**src/rtl/aud_pkg.sv**
```systemverilog
package aud_pkg;
  localparam int SAMPLE_W = 16;
  localparam int SLOTS    = 2 * SAMPLE_W;
  localparam int SLOT_W   = $clog2(SLOTS);
  localparam int HALF_256 = 8;   // prescaler ticks per bit-clock half, 256fs
  localparam int HALF_384 = 12;  // prescaler ticks per bit-clock half, 384fs
  localparam int HC_W     = $clog2(HALF_384);
  typedef logic [SAMPLE_W-1:0] sample_t;
  typedef logic [SLOT_W-1:0]   slot_t;
endpackage

```
**src/rtl/aud_fifo.sv**
```systemverilog
module aud_fifo #(
  parameter int W     = 16,
  parameter int DEPTH = 32
) (
  input  logic         clk_i,
  input  logic         rst_ni,
  input  logic         en_i,
  input  logic         push_i,
  input  logic [W-1:0] wdata_i,
  input  logic         pop_i,
  output logic [W-1:0] rdata_o,
  output logic         full_o,
  output logic         empty_o
);
  localparam int AW = $clog2(DEPTH);

  logic [W-1:0] mem [DEPTH];
  logic [AW:0]  wp_q, rp_q;
  logic         do_push, do_pop;

  assign empty_o = (wp_q == rp_q);
  assign full_o  = (wp_q[AW] != rp_q[AW]) && (wp_q[AW-1:0] == rp_q[AW-1:0]);
  assign do_push = en_i && push_i && !full_o;
  assign do_pop  = en_i && pop_i && !empty_o;

  always_ff @(posedge clk_i or negedge rst_ni) begin
    if (!rst_ni) begin
      wp_q <= '0;
      rp_q <= '0;
    end else if (!en_i) begin
      wp_q <= '0;
      rp_q <= '0;
    end else begin
      if (do_push) wp_q <= wp_q + (AW+1)'(1);
      if (do_pop)  rp_q <= rp_q + (AW+1)'(1);
    end
  end

  always_ff @(posedge clk_i) begin
    if (do_push) mem[wp_q[AW-1:0]] <= wdata_i;
  end

  assign rdata_o = mem[rp_q[AW-1:0]];
endmodule

```
**src/rtl/aud_clkgen.sv**
```systemverilog
module aud_clkgen
  import aud_pkg::*;
#(
  parameter int PSC_W = 8
) (
  input  logic             clk_i,
  input  logic             rst_ni,
  input  logic             run_i,
  input  logic [PSC_W-1:0] psc_i,
  input  logic             mclk384_i,
  output logic             mclk_o,
  output logic             bclk_o,
  output logic             ws_o,
  output logic             rise_o,
  output logic             fall_o,
  output slot_t            slot_o
);
  logic [PSC_W-1:0] psc_q;
  logic [HC_W-1:0]  half_q, half_lim;
  logic             tick, bedge, mclk_q, bclk_q;
  slot_t            slot_q;

  assign tick     = run_i && (psc_q >= psc_i);
  assign half_lim = mclk384_i ? HC_W'(HALF_384 - 1) : HC_W'(HALF_256 - 1);
  assign bedge    = tick && (half_q >= half_lim);

  always_ff @(posedge clk_i or negedge rst_ni) begin
    if (!rst_ni) begin
      psc_q  <= '0;
      half_q <= '0;
      mclk_q <= 1'b0;
      bclk_q <= 1'b0;
      slot_q <= '0;
    end else if (!run_i) begin
      psc_q  <= '0;
      half_q <= '0;
      mclk_q <= 1'b0;
      bclk_q <= 1'b0;
      slot_q <= '0;
    end else begin
      psc_q <= tick ? '0 : psc_q + PSC_W'(1);
      if (tick) begin
        mclk_q <= ~mclk_q;
        half_q <= bedge ? '0 : half_q + HC_W'(1);
      end
      if (bedge) begin
        bclk_q <= ~bclk_q;
        if (bclk_q) slot_q <= slot_q + SLOT_W'(1);
      end
    end
  end

  assign mclk_o = mclk_q;
  assign bclk_o = bclk_q;
  assign ws_o   = slot_q[SLOT_W-1];
  assign rise_o = bedge && !bclk_q;
  assign fall_o = bedge && bclk_q;
  assign slot_o = slot_q;
endmodule

```
**src/rtl/aud_shifter.sv**
```systemverilog
module aud_shifter
  import aud_pkg::*;
(
  input  logic    clk_i,
  input  logic    rst_ni,
  input  logic    run_i,
  input  logic    tx_en_i,
  input  logic    rx_en_i,
  input  logic    rise_i,
  input  logic    fall_i,
  input  slot_t   slot_i,
  input  logic    sdi_i,
  output logic    sdo_o,
  input  logic    tx_empty_i,
  input  sample_t tx_head_i,
  output logic    tx_pop_o,
  output logic    underrun_set_o,
  output logic    rx_push_o,
  output sample_t rx_wdata_o
);
  slot_t   nxt_slot;
  sample_t tx_sh_q, word, rx_sh_q;
  logic    load, sdo_q, seen_left_q, rx_bit, left_done, right_done;

  // transmit: load on the fall that enters the first bit slot of each channel
  assign nxt_slot       = slot_i + SLOT_W'(1);
  assign load           = fall_i && tx_en_i &&
                          (nxt_slot == SLOT_W'(1) || nxt_slot == SLOT_W'(SAMPLE_W + 1));
  assign word           = tx_empty_i ? '0 : tx_head_i;
  assign tx_pop_o       = load && !tx_empty_i;
  assign underrun_set_o = load && tx_empty_i;

  always_ff @(posedge clk_i or negedge rst_ni) begin
    if (!rst_ni) begin
      tx_sh_q <= '0;
      sdo_q   <= 1'b0;
    end else if (!run_i || !tx_en_i) begin
      tx_sh_q <= '0;
      sdo_q   <= 1'b0;
    end else if (fall_i) begin
      if (load) begin
        sdo_q   <= word[SAMPLE_W-1];
        tx_sh_q <= {word[SAMPLE_W-2:0], 1'b0};
      end else begin
        sdo_q   <= tx_sh_q[SAMPLE_W-1];
        tx_sh_q <= {tx_sh_q[SAMPLE_W-2:0], 1'b0};
      end
    end
  end

  assign sdo_o = sdo_q;

  // receive: a channel's last bit lands in the first slot of the next channel
  assign rx_bit     = run_i && rx_en_i && rise_i;
  assign left_done  = rx_bit && (slot_i == SLOT_W'(SAMPLE_W));
  assign right_done = rx_bit && (slot_i == '0) && seen_left_q;
  assign rx_push_o  = left_done || right_done;
  assign rx_wdata_o = {rx_sh_q[SAMPLE_W-2:0], sdi_i};

  always_ff @(posedge clk_i or negedge rst_ni) begin
    if (!rst_ni) begin
      rx_sh_q     <= '0;
      seen_left_q <= 1'b0;
    end else if (!run_i || !rx_en_i) begin
      rx_sh_q     <= '0;
      seen_left_q <= 1'b0;
    end else if (rx_bit) begin
      rx_sh_q <= rx_wdata_o;
      if (left_done) seen_left_q <= 1'b1;
    end
  end
endmodule

```
**src/rtl/aud_serial_master.sv**
```systemverilog
module aud_serial_master
  import aud_pkg::*;
#(
  parameter int PSC_W      = 8,
  parameter int FIFO_DEPTH = 32
) (
  input  logic             clk_i,
  input  logic             rst_ni,
  input  logic             start_i,
  input  logic             psc_en_i,
  input  logic [PSC_W-1:0] psc_i,
  input  logic             mclk384_i,
  input  logic             tx_en_i,
  input  logic             rx_en_i,
  input  logic             tx_dma_en_i,
  input  logic             rx_dma_en_i,
  input  logic             tx_fifo_en_i,
  input  logic             rx_fifo_en_i,
  input  logic             tx_wr_i,
  input  logic [15:0]      tx_wdata_i,
  output logic             tx_full_o,
  input  logic             rx_rd_i,
  output logic [15:0]      rx_rdata_o,
  output logic             rx_empty_o,
  output logic             tx_dreq_o,
  output logic             rx_dreq_o,
  output logic             underrun_o,
  output logic             mclk_o,
  output logic             bclk_o,
  output logic             ws_o,
  output logic             sdo_o,
  input  logic             sdi_i
);
  logic    run, rise, fall, tx_empty, tx_pop, urun_set, rx_push, urun_q;
  slot_t   slot;
  sample_t tx_head, rx_wdata;

  assign run = start_i && psc_en_i;

  aud_clkgen #(.PSC_W(PSC_W)) u_clkgen (
    .clk_i     (clk_i),
    .rst_ni    (rst_ni),
    .run_i     (run),
    .psc_i     (psc_i),
    .mclk384_i (mclk384_i),
    .mclk_o    (mclk_o),
    .bclk_o    (bclk_o),
    .ws_o      (ws_o),
    .rise_o    (rise),
    .fall_o    (fall),
    .slot_o    (slot)
  );

  aud_fifo #(.W(SAMPLE_W), .DEPTH(FIFO_DEPTH)) u_tx_fifo (
    .clk_i   (clk_i),
    .rst_ni  (rst_ni),
    .en_i    (tx_fifo_en_i),
    .push_i  (tx_wr_i),
    .wdata_i (tx_wdata_i),
    .pop_i   (tx_pop),
    .rdata_o (tx_head),
    .full_o  (tx_full_o),
    .empty_o (tx_empty)
  );

  aud_fifo #(.W(SAMPLE_W), .DEPTH(FIFO_DEPTH)) u_rx_fifo (
    .clk_i   (clk_i),
    .rst_ni  (rst_ni),
    .en_i    (rx_fifo_en_i),
    .push_i  (rx_push),
    .wdata_i (rx_wdata),
    .pop_i   (rx_rd_i),
    .rdata_o (rx_rdata_o),
    .full_o  (),
    .empty_o (rx_empty_o)
  );

  aud_shifter u_shifter (
    .clk_i          (clk_i),
    .rst_ni         (rst_ni),
    .run_i          (run),
    .tx_en_i        (tx_en_i),
    .rx_en_i        (rx_en_i),
    .rise_i         (rise),
    .fall_i         (fall),
    .slot_i         (slot),
    .sdi_i          (sdi_i),
    .sdo_o          (sdo_o),
    .tx_empty_i     (tx_empty),
    .tx_head_i      (tx_head),
    .tx_pop_o       (tx_pop),
    .underrun_set_o (urun_set),
    .rx_push_o      (rx_push),
    .rx_wdata_o     (rx_wdata)
  );

  always_ff @(posedge clk_i or negedge rst_ni) begin
    if (!rst_ni)            urun_q <= 1'b0;
    else if (!tx_fifo_en_i) urun_q <= 1'b0;
    else if (urun_set)      urun_q <= 1'b1;
  end

  assign underrun_o = urun_q;
  assign tx_dreq_o  = tx_dma_en_i && tx_en_i && tx_fifo_en_i && !tx_full_o;
  assign rx_dreq_o  = rx_dma_en_i && rx_en_i && rx_fifo_en_i && !rx_empty_o;
endmodule

```
**config.mk**
```make
export PLATFORM = sky130hd
export DESIGN_NAME = aud_serial_master
export DESIGN_NICKNAME = d
export VERILOG_FILES = /design/src/rtl/aud_pkg.sv /design/src/rtl/aud_fifo.sv /design/src/rtl/aud_clkgen.sv /design/src/rtl/aud_shifter.sv /design/src/rtl/aud_serial_master.sv
export SDC_FILE = /design/constraint.sdc
export NUM_CORES = 1
export LEC_CHECK = 0
export ABC_AREA = 1
export BUFFER_PORTS_ARGS = -buffer_cell sky130_fd_sc_hd__buf_2
export CORE_MARGIN = 4
export CORE_UTILIZATION = 35
export CTS_CLUSTER_DIAMETER = 30
export DETAILED_ROUTE_END_ITERATION = 6
export PLACE_DENSITY_LB_ADDON = 0.15
export SLEW_MARGIN = 15
export SYNTH_ARGS = -nofsm -noshare
export SYNTH_HDL_FRONTEND = slang
export SYNTH_SLANG_ARGS = --single-unit
```
**constraint.sdc**
```tcl
create_clock -name clk_i -period 2.8 [get_ports clk_i]
set_input_delay 0.28 -clock clk_i [delete_from_list [all_inputs] [get_ports clk_i]]
set_output_delay 0.28 -clock clk_i [all_outputs]
set_load 0.02 [all_outputs]
```
==> results of run 1 <==
-- state kept, by name, indices dropped and copies added, names as in the netlist --
register               cells
u_clkgen.slot_o            5
u_shifter.seen_left_q      1
u_clkgen.psc_q             8
u_rx_fifo.wp_q             6
u_clkgen.half_q            4
u_tx_fifo.mem            512
u_rx_fifo.rp_q             6
u_clkgen.bclk_o            1
underrun_o                 1
u_clkgen.mclk_o            1
u_shifter.rx_sh_q         15
u_shifter.sdo_o            1
u_shifter.tx_sh_q         15
u_rx_fifo.mem            512
u_tx_fifo.rp_q             6
u_tx_fifo.wp_q             6
-- worst max-delay path: cells and delay by family, from the launching register on --
family	cells	cell delay, ns
compound gates	3	0.53
buf+inv	5	0.73
flops	1	0.54
simple gates	2	0.34
-- stage by stage --
step | TNS (ns) | hold WS (ns) | std cells
finish | -7.42 | 0.0573 | 6190
detailed placement | 0 | 0.309 | 5615
global route | -45.97 | 0.0341 | 6187
global placement | 0 | 0.308 | 5615
CTS | -8.36 | 0.00155 | 6139
floorplan | -17.65 | -0.0156 | 3873
-- cell usage after synthesis (16+ instances only) --
master    count
o21ai_1      23
nand4_1      29
dfrtp_1      76
o211ai_1     17
clkbuf_1    119
nand3_1     275
nand2_1     782
buf_4        19
a21oi_1      33
buf_2        61
o221ai_1     52
nor2_1      590
edfxtp_1   1024
ha_1         24
inv_1       149
o22ai_1      94
xor2_1       19
buf_1        16
o21ai_0     398
-- per-layer routing --
metal	share of wire	wire length, um	track usage
met1	0.43	61000	0.264
met2	0.49	69200	0.329
met3	0.055	7820	0.0422
met4	0.031	4480	0.0704
met5	0	0	0
-- cell type report --
cell class / instances / area [sq um] / share of cell area
diodes: 3 / 7.51 / 0.000125
repair buffers: 336 / 3720 / 0.0619
flip-flops and latches: 1100 / 32700 / 0.544
clock buffers: 320 / 7220 / 0.120
clock inverters: 152 / 1670 / 0.0278
inverters: 161 / 672 / 0.0112
multi-input cells: 2383 / 11900 / 0.198
repair inverters: 6 / 75.1 / 0.00125
well taps: 1729 / 2160 / 0.0360
-- worst paths after layout --
kind / startpoint / end / slack [ns] / depth (start not counted)
setup / recovery: u_rx_fifo.rp_q[0] / rx_rdata_o[12] / -0.49 / 10
hold / removal: tx_wdata_i[14] / u_tx_fifo.mem[20][14] / 0.06 / 1
max in group asynchronous: rst_ni / u_tx_fifo.wp_q[0] / 0.68 / 4
min in group asynchronous: rst_ni / u_shifter.rx_sh_q[1] / 0.53 / 3
setup reg to reg: u_rx_fifo.rp_q[0] / u_rx_fifo.mem[11][10] / -0.02 / 14
hold reg to reg: u_clkgen.psc_q[0] / u_clkgen.psc_q[0] / 0.49 / 1
-- power groups by stage --
stage | combinational (uW) | sequential (uW) | clock, uW
final | 501 | 18000 | 30300
after global routing | 558 | 17900 | 31800
after CTS | 508 | 18000 | 30800
after detailed placement | 459 | 18200 | 0
after global placement | 456 | 18200 | 0
after floorplan | 162 | 18200 | 0
-- cells by family (layout without fill, tap and decap cells) --
group / count (synthesis) / after routing / share of synthesized area
compound gates: 623 / 623 / 0.0769
xor+xnor: 20 / 20 / 0.00386
fa+ha+maj: 24 / 24 / 0.00662
buf+inv: 390 / 975 / 0.0382
flops: 1100 / 1100 / 0.720
other cells: 0 / 3 / 0
simple gates: 1716 / 1716 / 0.155
-- what timing repair did --
action,CTS,global route
pin swaps,18,48
setup buffers,18,25
resized for setup,151,231
setup endpoints to repair,20,133
hold buffers,23,0
gates cloned,11,27
endpoints found under the hold margin,230,0
==> reports/results.ini, run 1 <==
[yosys]
netlist.area_leader.share = 0.678
syn-cell-area_sq_um = 45400
syn_inst = 3873
ys_seq_elements = 1100
synthTopCellsByArea = edfxtp_1, nand2_1, nor2_1, o21ai_0, dfrtp_1
synthesis.nets = 3935
yosys_warnings = 0
ys.flop_type = edfxtp_1
synth_cell_types = 43
synth_edf_count = 1024
async_reset_ff_frac = 0.0691
syn_area_per_cell_sq_um = 11.7
yosysTopAreaCell = edfxtp_1
yosysSeqAreaShare = 0.720

[global_routing]
grt.total_usage = 0.201
grt_max_degree = 98
antenna_found_initial = 2
grt-ovfl-total = 0
grt_pass1_wl_um = 203000
grt_pass1_vias = 30600

[power_and_ir_drop]
switching_share = 0.195
leakage_uw = 0.0216
peakVddDrop_mv = 0.802
power.switching_uw = 9540
internal_power_uw = 39300
power_frac_seq = 0.368
pwr-share-comb = 0.010
power_density_nw_per_um2 = 812
p_total_uw = 48800
pwr-share-clk = 0.622

[worst_setup_path]
crit_type = register to primary output
cp_max_fo = 12
path_cells = buf_12 -> buf_4 -> inv_8 -> o21ai_0 -> o221ai_1 -> nand3_2 -> nand3_1 -> o21ai_1 -> inv_1 -> buf_6
critical_path_arrival_ns = 3.01
cpPeakStageDelay_ns = 0.54
crit_required_ns = 2.52
cp-start-kind = register
cp_slowest_cell = dfrtp_4
cp-end-kind = primary output

[final_layout]
syn2layout_area_growth_pct = 32.4
finalInstanceArea_sq_um = 60100
drive_gt1_frac = 0.208
post-route-util = 0.469
fin_nets = 4326
final_cell_mix = edfxtp_1, nand2_1, nor2_1, o21ai_0, clkbuf_16
layout_commonest_cell = edfxtp_1
fillers = 11500

[place]
globalplace.congestion = 0.833
pre_cts_ws_ns = 0.0830
dpl-instance-area_sq_um = 48700
io_buffer_count = 62
hpwl_um = 79200

[detailed_routing]
firstDrtPassIters = 6
vias_per_cell = 5.08
avgRoutedWirePerCell_um = 23.0
drt_wl_total_um = 143000
drc_errors = 0
vias = 31500
antenna_left = 0
drtIter0Drc = 2760

[die]
fp-row-count = 131
die_area_sq_um = 135000
ios = 63
start_util = 0.354
core_sq_um = 128000
die_y_um = 368
dieWidth_um = 368

[cts]
cts_buffers = 276
clk_latency_ns = 0.87
tritoncts = yes
cts_max_level = 5
clk_path_buf_depth = 4
cts_root_buffer = clkbuf_16
clock-sinks = 1100
cts.clk_slew.worst_paths_ns = 0.05

[sta]
hold_viol = 0
min_period_ns = 3.29
drv_slew = 0
post-route-period-util = 1.17
worst_slack_ns = -0.488
setup_viol = 39
slew_headroom = 0.318
fmax_mhz = 304
finClkSkew_ns = 0.0810
tightest_slew_ns = 1.02
rsz0062_at_grt = true

[job]
max_cap_viol_count = 0

[status]
status = complete, but fails checks
failed_checks = setup timing

[min_path]
hp-class = primary input to register

(Power assumes the default switching activity.)
==> run 2: changes to the inputs <==
==> constraint.sdc (replaced) <==
create_clock -name clk_i -period 2.8 [get_ports clk_i]
set_input_delay 0.56 -clock clk_i [delete_from_list [all_inputs] [get_ports clk_i]]
set_output_delay 0.56 -clock clk_i [all_outputs]
set_load 0.02 [all_outputs]
==> reports/results.ini, run 2 (synthesis results as in run 1) <==
[status]
status = complete, but fails checks
failed_checks = setup timing

[worst_setup_path]
crit_type = register to primary output
cp-start-kind = register
critical_path_arrival_ns = 3.01  ; about the same
crit_required_ns = 2.24  ; -0.28 ns
cp_max_fo = 7  ; -5
cp-end-kind = primary output

[detailed_routing]
drc_errors = 0  ; unchanged
antenna_left = 0  ; unchanged
avgRoutedWirePerCell_um = 22.3  ; -3.2%
drtIter0Drc = 2552  ; -7.5%
firstDrtPassIters = 5  ; -1
vias = 31000  ; -1.4%
vias_per_cell = 5.02  ; -1.3%
drt_wl_total_um = 138000  ; -3.3%

[global_routing]
grt.total_usage = 0.200  ; -0.000593
grt_max_degree = 115  ; +17%
antenna_found_initial = 4  ; +2
grt_pass1_wl_um = 204000  ; +0.42%
grt_pass1_vias = 30800  ; +0.87%
grt-ovfl-total = 0  ; unchanged

[final_layout]
drive_gt1_frac = 0.214  ; +0.00522
final_cells = 6183  ; -0.11%
syn2layout_area_growth_pct = 33.1
finalInstanceArea_sq_um = 60400  ; +0.54%
fillers = 11600  ; +0.26%
fin_nets = 4312  ; -0.32%
final_cell_mix = edfxtp_1, nand2_1, nor2_1, o21ai_0, clkbuf_16
layout_commonest_cell = edfxtp_1

[place]
io_buffer_count = 62  ; unchanged
globalplace.congestion = 0.851  ; +2.2%
dpl-instance-area_sq_um = 49200  ; +1.0%
pre_cts_ws_ns = -0.101  ; -0.184 ns
hpwl_um = 78800  ; -0.53%
dp_cells = 5640  ; +0.45%

[die]
dieWidth_um = 368  ; unchanged
die_y_um = 368  ; unchanged
ios = 63  ; unchanged
die_area_sq_um = 135000  ; unchanged
core_sq_um = 128000  ; unchanged
start_util = 0.354  ; unchanged
fp-row-count = 131  ; unchanged

[cts]
tritoncts = yes
clk_latency_ns = 0.88  ; about the same
cts.clk_slew.worst_paths_ns = 0.04  ; about the same
clk_path_buf_depth = 4  ; unchanged
cts_root_buffer = clkbuf_16
clock-sinks = 1100  ; unchanged
cts_max_level = 5  ; unchanged
cts_buffers = 284  ; +2.9%

[sta]
drv_slew = 0  ; unchanged
worst_slack_ns = -0.773  ; -0.284 ns
finClkSkew_ns = 0.0686  ; -0.0124 ns
setup_viol = 219  ; +460%
min_period_ns = 3.57  ; +0.284 ns
hold_viol = 0  ; unchanged
rsz0062_at_grt = true
slew_headroom = 0.340  ; +0.0225
tightest_slew_ns = 0.990  ; -0.0337 ns
fmax_mhz = 280  ; -8.0%
post-route-period-util = 1.28  ; +0.102

[power_and_ir_drop]
peakVddDrop_mv = 0.817  ; +1.9%
leakage_uw = 0.0217  ; +0.21%
power_density_nw_per_um2 = 826  ; +1.7%

[min_path]
hp-class = primary input to register

[job]
max_cap_viol_count = 0  ; unchanged

[run 2: changes by cell type in the layout (fill, tap and decap cells not counted), moves of 13 or more]
| cell | previous run | this run |
|---|---|---|
| buf_4 | 160 | 145 |
| o22ai_1 | 64 | 79 |
| dlygate4sd3_1 | 22 | 2 |
| buf_12 | 42 | 70 |
| o21ai_1 | 78 | 65 |
| o22ai_2 | 29 | 15 |
| nor2_4 | 18 | 31 |
[run 2: critical path, cell delays in order, from the launching register on]
cell	delay [ns]
dfrtp_4	0.49
buf_12	0.17
buf_12	0.13
inv_6	0.08
buf_4	0.13
nor2_1	0.05
o221ai_1	0.40
nand3_2	0.22
nand4_1	0.22
o21ai_2	0.07
inv_1	0.07
buf_6	0.12
[run 2: metrics by stage]
step	TNS, ns	total power (uW)	utilization	hold slack [ns]
2_1_floorplan	-121.66	18400	-	0.264
3_3_place_gp	-35.58	18700	0.384	0.476
3_5_place_dp	-23.99	18700	0.384	0.481
4_1_cts	-13.00	50400	0.465	0.0942
5_1_grt	-71.32	51400	0.471	0.133
6_report	-15.76	49900	0.471	0.152
[run 2: final cells by class]
| type | instances | area, sq um | area share |
|---|---|---|---|
| sequential | 1100 | 32700 | 0.541 |
| multi-input combinational | 2383 | 12000 | 0.198 |
| clock buffer | 331 | 7480 | 0.124 |
| timing repair buffer | 317 | 3660 | 0.0605 |
| tap | 1729 | 2160 | 0.0358 |
| clock inverter | 157 | 1770 | 0.0293 |
| inverter | 161 | 663 | 0.0110 |
| timing repair inverter | 3 | 36.3 | 0.000601 |
| antenna | 2 | 5.00 | 0.0000829 |
[run 2: repair_timing]
item	CTS	global route
resized for setup	203	182
setup buffers	21	10
hold endpoints to repair	40	0
setup endpoints to repair	20	532
hold buffers	2	0
pin swaps	34	54
gates cloned	9	12
[run 2: path summary, 6_finish.rpt]
path / from / to / slack (ns) / depth (start not counted)
worst max-delay path: u_rx_fifo.rp_q[0] / rx_rdata_o[5] / -0.77 / 11
worst min-delay path: rx_rd_i / u_rx_fifo.rp_q[5] / 0.15 / 4
worst max register to register: u_rx_fifo.rp_q[0] / u_rx_fifo.mem[15][5] / -0.08 / 13
worst min register to register: u_clkgen.psc_q[0] / u_clkgen.psc_q[0] / 0.49 / 1
max in group asynchronous: rst_ni / u_tx_fifo.rp_q[0] / 1.83 / 3
min in group asynchronous: rst_ni / u_shifter.rx_sh_q[2] / 0.27 / 2
[run 2: metal layers]
layer / track usage / share of wire / up-vias / wire length (um)
met4: 0.0632 / 0.024 / 2 / 3330
met2: 0.329 / 0.49 / 904 / 67000
li1: - / - / 14500 / -
met3: 0.0412 / 0.053 / 215 / 7290
met5: 0 / 0.000094 / - / 13
met1: 0.266 / 0.44 / 15400 / 60200
[run 2: report_power, final]
group | internal (uW) | total [uW] | switching [uW] | leakage (uW)
clock | 22200 | 31500 | 9290 | 0.00448
combinational | 109 | 479 | 370 | 0.00763
sequential | 17900 | 18000 | 10.5 | 0.00954
